===== src/rtl/pwm_ctrl_pkg.sv =====
// Shared field widths, bit positions and register types of the PWM block.
// Assumes word-addressed registers with three used slots per channel.
package pwm_ctrl_pkg;
    localparam int PS_W     = 6;   // prescale field width
    localparam int CNT_W    = 10;  // period / duty field width
    localparam int SD_BIT   = 6;   // stop-mode bit in control register
    localparam int FULL_BIT = 10;  // full-duty flag in duty register
    localparam int CTL_W    = PS_W + 1;
    localparam int DUTY_W   = CNT_W + 1;

    localparam logic [1:0] SEL_CTL  = 2'd0;
    localparam logic [1:0] SEL_DUTY = 2'd1;
    localparam logic [1:0] SEL_PER  = 2'd2;

    typedef struct packed {
        logic            stop_now;
        logic [PS_W-1:0] presc;
    } ctl_t;

    typedef struct packed {
        logic             full;
        logic [CNT_W-1:0] count;
    } duty_t;
endpackage


===== src/rtl/pwm_regs.sv =====
// Register bank of one PWM channel: control, duty and period registers.
// Assumes the write strobe is already decoded for this channel; sel picks
// the register. Unused bits and the fourth slot read as zero.
module pwm_regs
    import pwm_ctrl_pkg::*;
#(
    parameter int DW = 32
) (
    input  logic             clk,
    input  logic             rst_n,
    input  logic             wr_en,
    input  logic [1:0]       sel,
    input  logic [DW-1:0]    wdata,
    output ctl_t             ctl_o,
    output duty_t            duty_o,
    output logic [CNT_W-1:0] per_o,
    output logic [DW-1:0]    rdata_o
);
    ctl_t             ctl_q;
    duty_t            duty_q;
    logic [CNT_W-1:0] per_q;

    // Capture writes into the addressed register; reset clears all.
    always_ff @(posedge clk) begin
        if (!rst_n) begin
            ctl_q  <= '0;
            duty_q <= '0;
            per_q  <= '0;
        end else if (wr_en) begin
            case (sel)
                SEL_CTL:  ctl_q  <= ctl_t'(wdata[CTL_W-1:0]);
                SEL_DUTY: duty_q <= duty_t'(wdata[DUTY_W-1:0]);
                SEL_PER:  per_q  <= wdata[CNT_W-1:0];
                default:  ;
            endcase
        end
    end

    // Readback mux with zero fill for unused bits.
    always_comb begin
        rdata_o = '0;
        case (sel)
            SEL_CTL:  rdata_o[CTL_W-1:0]  = ctl_q;
            SEL_DUTY: rdata_o[DUTY_W-1:0] = duty_q;
            SEL_PER:  rdata_o[CNT_W-1:0]  = per_q;
            default:  rdata_o = '0;
        endcase
    end

    assign ctl_o  = ctl_q;
    assign duty_o = duty_q;
    assign per_o  = per_q;

    // a duty write is visible on the register output one clock later
    a_r8_duty_readback: assert property (@(posedge clk) disable iff (!rst_n)
        (wr_en && sel == SEL_DUTY) |=> (duty_o == $past(wdata[DUTY_W-1:0])));

    // a period write is visible on the register output one clock later
    a_r8_period_readback: assert property (@(posedge clk) disable iff (!rst_n)
        (wr_en && sel == SEL_PER) |=> (per_o == $past(wdata[CNT_W-1:0])));
endmodule


===== src/rtl/pwm_channel.sv =====
// One PWM time base: prescaler cascaded with a period counter, duty compare
// and a run/stop sequencer. Timing values are copied from the live
// registers only at start and at each period boundary.
// Assumes ctl/duty/per come straight from the channel's register bank.
module pwm_channel
    import pwm_ctrl_pkg::*;
(
    input  logic             clk,
    input  logic             rst_n,
    input  logic             en,
    input  ctl_t             ctl,
    input  duty_t            duty,
    input  logic [CNT_W-1:0] per,
    output logic             pwm_o
);
    logic             running;
    logic [PS_W-1:0]  act_ps;
    logic [CNT_W-1:0] act_pv;
    duty_t            act_duty;
    logic [PS_W-1:0]  pre_cnt;
    logic [CNT_W-1:0] per_cnt;
    logic             tick;
    logic             wrap;

    assign tick = (pre_cnt == act_ps);
    assign wrap = tick && (per_cnt == act_pv);

    // Sequence start, abrupt stop, graceful stop and counting.
    always_ff @(posedge clk) begin
        if (!rst_n) begin
            running  <= 1'b0;
            act_ps   <= '0;
            act_pv   <= '0;
            act_duty <= '0;
            pre_cnt  <= '0;
            per_cnt  <= '0;
        end else if (!running) begin
            if (en) begin
                running  <= 1'b1;
                act_ps   <= ctl.presc;
                act_pv   <= per;
                act_duty <= duty;
                pre_cnt  <= '0;
                per_cnt  <= '0;
            end
        end else if (!en && ctl.stop_now) begin
            running <= 1'b0;
            pre_cnt <= '0;
            per_cnt <= '0;
        end else if (wrap) begin
            pre_cnt <= '0;
            per_cnt <= '0;
            if (en) begin
                act_ps   <= ctl.presc;
                act_pv   <= per;
                act_duty <= duty;
            end else begin
                running <= 1'b0;
            end
        end else if (tick) begin
            pre_cnt <= '0;
            per_cnt <= per_cnt + 1'b1;
        end else begin
            pre_cnt <= pre_cnt + 1'b1;
        end
    end

    // Output level from the working copy; counts above V+1 saturate high.
    always_comb begin
        pwm_o = running && (act_duty.full || (per_cnt < act_duty.count));
    end

    // abrupt stop drops the output on the next clock
    a_r5_abrupt_stop: assert property (@(posedge clk) disable iff (!rst_n)
        (!en && ctl.stop_now) |=> !pwm_o);

    // both counters stay inside their programmed limits
    a_r1_count_bound: assert property (@(posedge clk) disable iff (!rst_n)
        running |-> (per_cnt <= act_pv && pre_cnt <= act_ps));

    // the working copy only changes at a period boundary
    a_r7_hold_copy: assert property (@(posedge clk) disable iff (!rst_n)
        (running && !wrap) |=> $stable({act_ps, act_pv, act_duty}));

    // graceful stop keeps running until the boundary
    a_r6_graceful_hold: assert property (@(posedge clk) disable iff (!rst_n)
        (running && !en && !ctl.stop_now && !wrap) |=> running);
endmodule


===== src/rtl/pwm_ctrl_top.sv =====
// PWM controller top: address decode, one register bank and one time base
// per channel, and the readback mux. Assumes NUM_CH is 1 or 2; addresses
// of channels that are not built are ignored and read as zero.
module pwm_ctrl_top
    import pwm_ctrl_pkg::*;
#(
    parameter int NUM_CH = 2,
    parameter int DW     = 32,
    parameter int AW     = 5
) (
    input  logic              clk,
    input  logic              rst_n,
    input  logic [AW-1:0]     bus_addr,
    input  logic              bus_we,
    input  logic [DW-1:0]     bus_wdata,
    output logic [DW-1:0]     bus_rdata,
    input  logic [NUM_CH-1:0] chan_en,
    output logic [NUM_CH-1:0] pwm_out
);
    localparam int CH_BIT = 4;

    logic          ch_idx;
    logic [1:0]    sel;
    logic [DW-1:0] rd_ch [NUM_CH];

    assign ch_idx = bus_addr[CH_BIT];
    assign sel    = bus_addr[3:2];

    for (genvar c = 0; c < NUM_CH; c++) begin : g_ch
        ctl_t             ctl_w;
        duty_t            duty_w;
        logic [CNT_W-1:0] per_w;
        logic             wr_c;

        assign wr_c = bus_we && (ch_idx == 1'(c));

        pwm_regs #(.DW(DW)) u_regs (
            .clk     (clk),
            .rst_n   (rst_n),
            .wr_en   (wr_c),
            .sel     (sel),
            .wdata   (bus_wdata),
            .ctl_o   (ctl_w),
            .duty_o  (duty_w),
            .per_o   (per_w),
            .rdata_o (rd_ch[c])
        );

        pwm_channel u_chan (
            .clk   (clk),
            .rst_n (rst_n),
            .en    (chan_en[c]),
            .ctl   (ctl_w),
            .duty  (duty_w),
            .per   (per_w),
            .pwm_o (pwm_out[c])
        );
    end

    // Select the addressed channel's readback; absent channels read zero.
    always_comb begin
        bus_rdata = '0;
        for (int c = 0; c < NUM_CH; c++) begin
            if (ch_idx == 1'(c)) bus_rdata = rd_ch[c];
        end
    end

    // the first clock after a reset edge shows all outputs low
    a_r9_reset_low: assert property (@(posedge clk)
        $fell(rst_n) |=> (pwm_out == '0));
endmodule


===== config.mk =====
export PLATFORM = sky130hd
export DESIGN_NAME = pwm_ctrl_top
export DESIGN_NICKNAME = d
export VERILOG_FILES = /design/src/rtl/pwm_ctrl_pkg.sv /design/src/rtl/pwm_regs.sv /design/src/rtl/pwm_channel.sv /design/src/rtl/pwm_ctrl_top.sv
export SDC_FILE = /design/constraint.sdc
export NUM_CORES = 1
export LEC_CHECK = 0
export BUFFER_PORTS_ARGS = -buffer_cell sky130_fd_sc_hd__clkbuf_2
export CAP_MARGIN = 25
export CORE_MARGIN = 3
export CORE_UTILIZATION = 51
export DETAILED_ROUTE_END_ITERATION = 6
export PLACE_DENSITY = 0.73
export SLEW_MARGIN = 20
export SYNTH_ARGS = -nofsm -noshare
export SYNTH_HDL_FRONTEND = slang
export SYNTH_SLANG_ARGS = --single-unit

===== constraint.sdc =====
create_clock -name clk -period 3.45 [get_ports clk]
set_clock_uncertainty 0.05 [all_clocks]
set_input_delay 0.345 -clock clk [delete_from_list [all_inputs] [get_ports clk]]
set_output_delay 0.345 -clock clk [all_outputs]
set_load 0.05 [all_outputs]

==> reports/summary.txt <==
CTS tree: yes
Most frequent cells in the layout: nand3_1 (147), dfxtp_1 (144), nand2_1 (101)
Tot GR Track Use: 25.5%
Slew headroom: 38.5%
CTS buffer count: 17
Worst hold path type: input port to register
FF+latch count, synth: 144
Setup TNS: 0 ns
Die footprint: 0.0184 sq mm
Final design instance area without fill: 0.00932 sq mm
Hold Fails Final Rpt: 0
Gate Count Post-Synth: 1086
Clk sink count: 144
Layer with the highest usage: met1
Lkg Pwr: 3.63 nW
Util after Layout: 57.6%
M3 GR Usage: 4.53%
Critical path class: register to output port
Critical path arrival: 2.53 ns
Clock-pin slew on the worst setup and hold paths: 0.06 ns
Post-synth EDFFs: 0
Clock Latency Late Sink: 0.43 ns
Worst-Margin Slew: 0.919 ns
Routed via count: 8282
Synth Area per Inst: 7.90 sq um
Post-synth top flop: dfxtp_1
Multi-input logic area: 0.00508 sq mm
Proportion of layout cells with a drive suffix above 1: 9.74%
Diode count: 0
Post-synthesis cell area: 0.00858 sq mm
Root Driver: clkbuf_16
Post-CTS setup buffers: 0
Vias in the first global route: 7127
Cell Area, Placed: 0.00868 sq mm
Crit path max fanout: 6
Overflow after GRT: 0
Count of final max-slew check failures: 0
MaxCap Viol Count: 0
Syn. warnings: 0
Total of fill cells in the finished design: 1453
Number of top-level pins: 76
CTS Hold Bufs: 0
GR met2 Demand/Resource: 36.1%
Yosys cell types: 54
Initial core utilization: 53.0%
Worst EP required: 3.05 ns
Avg Vias per Cell: 6.45
Post-CTS Resized: 0
Routed wire per std cell: 18.4 um
Peak supply drop: 0.345 mV
Initial DRC count: 933
Hold WS: 0.148 ns
I/O Buffers: 31
Async SR Flop Fraction: 0%
Startpoint Class: register
Largest net degree at the start of global routing: 84
Critical path endpoint category: output port
Core box area: 0.0162 sq mm
Die H: 136 um
Die span in x: 136 um
Clock buffer depth: 2
CTS H-tree lvls: 4
Register area share after synthesis: 33.6%
Routed wire length: 23600 um
Register area: 0.00288 sq mm
Setup-failing EPs final: 0
Total power: 0.00441 W
Fin crit period: 2.93 ns
Unrepaired setup endpoints after global routing: no
Post-DP HPWL: 15500 um
F_max: 0.342 GHz
DRT Pass-1 Iters: 5
Gp weighted congestion: 0.863
Antenna-violating nets left: 0
DRC Markers: 0
Row cnt: 46
Number of antenna violations at the first check in global routing: 0
Most common cell after layout, fill and taps aside: nand3_1
Outcome: complete, no violations
Pwr dens: 473 mW/mm^2
Final nets: 1123
Final Cycle Share: 84.9%
First-pass GRT wire length: 38000 um
Area growth from synthesis to layout: 8.66%
Met1 GRT Util: 38.9%
[worst max-delay path, stage by stage, from the launching register on]
cell       delay, ns
dfxtp_1         0.48
ha_1            0.31
a2111oi_0       0.41
a31oi_1         0.15
o41ai_1         0.40
clkbuf_2        0.36
[stage by stage]
| stage | cells | setup slack, ns |
|---|---|---|
| 6_report | 1284 | 0.522 |
| 5_1_grt | 1284 | 0.456 |
| 4_1_cts | 1283 | 0.539 |
| 3_5_place_dp | 1251 | 0.911 |
| 3_3_place_gp | 1251 | 0.925 |
| 2_1_floorplan | 1106 | 0.444 |
[Yosys cell counts, types with 4 or more instances]
library cell  number  area [sq um]
nor3b_1           18           135
a22o_1             7          61.3
a221oi_2           5          75.1
mux2i_1            9          90.1
nand2_1          101           379
nand3_1          147           736
xnor2_1           14           123
a22oi_1           10          75.1
a21oi_1           58           290
o21a_1             4          30.0
a221oi_1          15           131
buf_4             23           173
or4_1              4          30.0
clkbuf_1          82           308
nand4_1           10          62.6
o2111ai_1         57           499
o41ai_1            5          43.8
buf_2             14          70.1
o31ai_1            4          30.0
a31oi_1           56           350
a311oi_1           7          61.3
o21ai_0           17          85.1
dfxtp_1          144          2880
buf_1              6          22.5
and3_1            73           457
nor2_1            28           105
nor3_1            25           125
a211oi_1          12          90.1
xor2_1            29           254
inv_1             32           120
ha_1              26           325
or3_1              8          50.1
[state kept, by name, indices dropped and copies added (netlist names)]
signal,count
g_ch.u_chan.act_pv,20
g_ch.u_chan.act_ps,12
g_ch.u_regs.duty_o,22
g_ch.u_chan.pre_cnt,12
g_ch.u_chan.running,2
g_ch.u_regs.ctl_o,14
g_ch.u_regs.per_o,20
g_ch.u_chan.act_duty,22
g_ch.u_chan.per_cnt,20
[cell families after synthesis]
| kind of cell | Yosys count | share of synthesized area, % |
|---|---|---|
| adders and majority gates | 26 | 3.79 |
| DFF | 144 | 33.6 |
| other | 1 | 0.0437 |
| muxes | 9 | 1.05 |
| xor gates and xnor gates | 43 | 4.39 |
| and+or+nand+nor | 435 | 26.3 |
| buffers and inverters | 158 | 8.12 |
| AOI/OAI and AO/OA | 270 | 22.7 |
[routing by layer]
| metal | share of wire (%) | vias to the layer above |
|---|---|---|
| li1 | - | 3989 |
| met1 | 48 | 3902 |
| met2 | 43 | 355 |
| met3 | 7.8 | 36 |
| met4 | 2.1 | 0 |
| met5 | 0 | - |
[where the power goes]
group          internal, W  leakage [nW]  switching [W]
clock              0.00123         0.296       0.000747
combinational     0.000146          2.17       0.000541
sequential         0.00170          1.16      0.0000500
[worst paths after layout]
kind,depth (start not counted),slack (ns),endpoint,startpoint
worst max-delay path,5,0.52,pwm_out[1],g_ch[1].u_chan.per_cnt[5]$_SDFFE_PN0P_
worst max register to register,5,0.91,g_ch[1].u_chan.per_cnt[8]$_SDFFE_PN0P_,g_ch[1].u_chan.running$_SDFF_PN0_
worst min-delay path,3,0.15,g_ch[1].u_regs.duty_o[10]$_SDFFE_PN0P_,bus_wdata[10]
worst min register to register,2,0.44,g_ch[1].u_regs.per_o[3]$_SDFFE_PN0P_,g_ch[1].u_regs.per_o[3]$_SDFFE_PN0P_
[cell type report]
type	count	area share (%)
sequential	144	30.9
tap	216	2.90
multi-input combinational	804	54.5
inverter	33	1.34
timing repair buffer	55	3.62
clock buffer	19	4.75
clock inverter	13	2.00
Power figures use the tool's default switching activity.
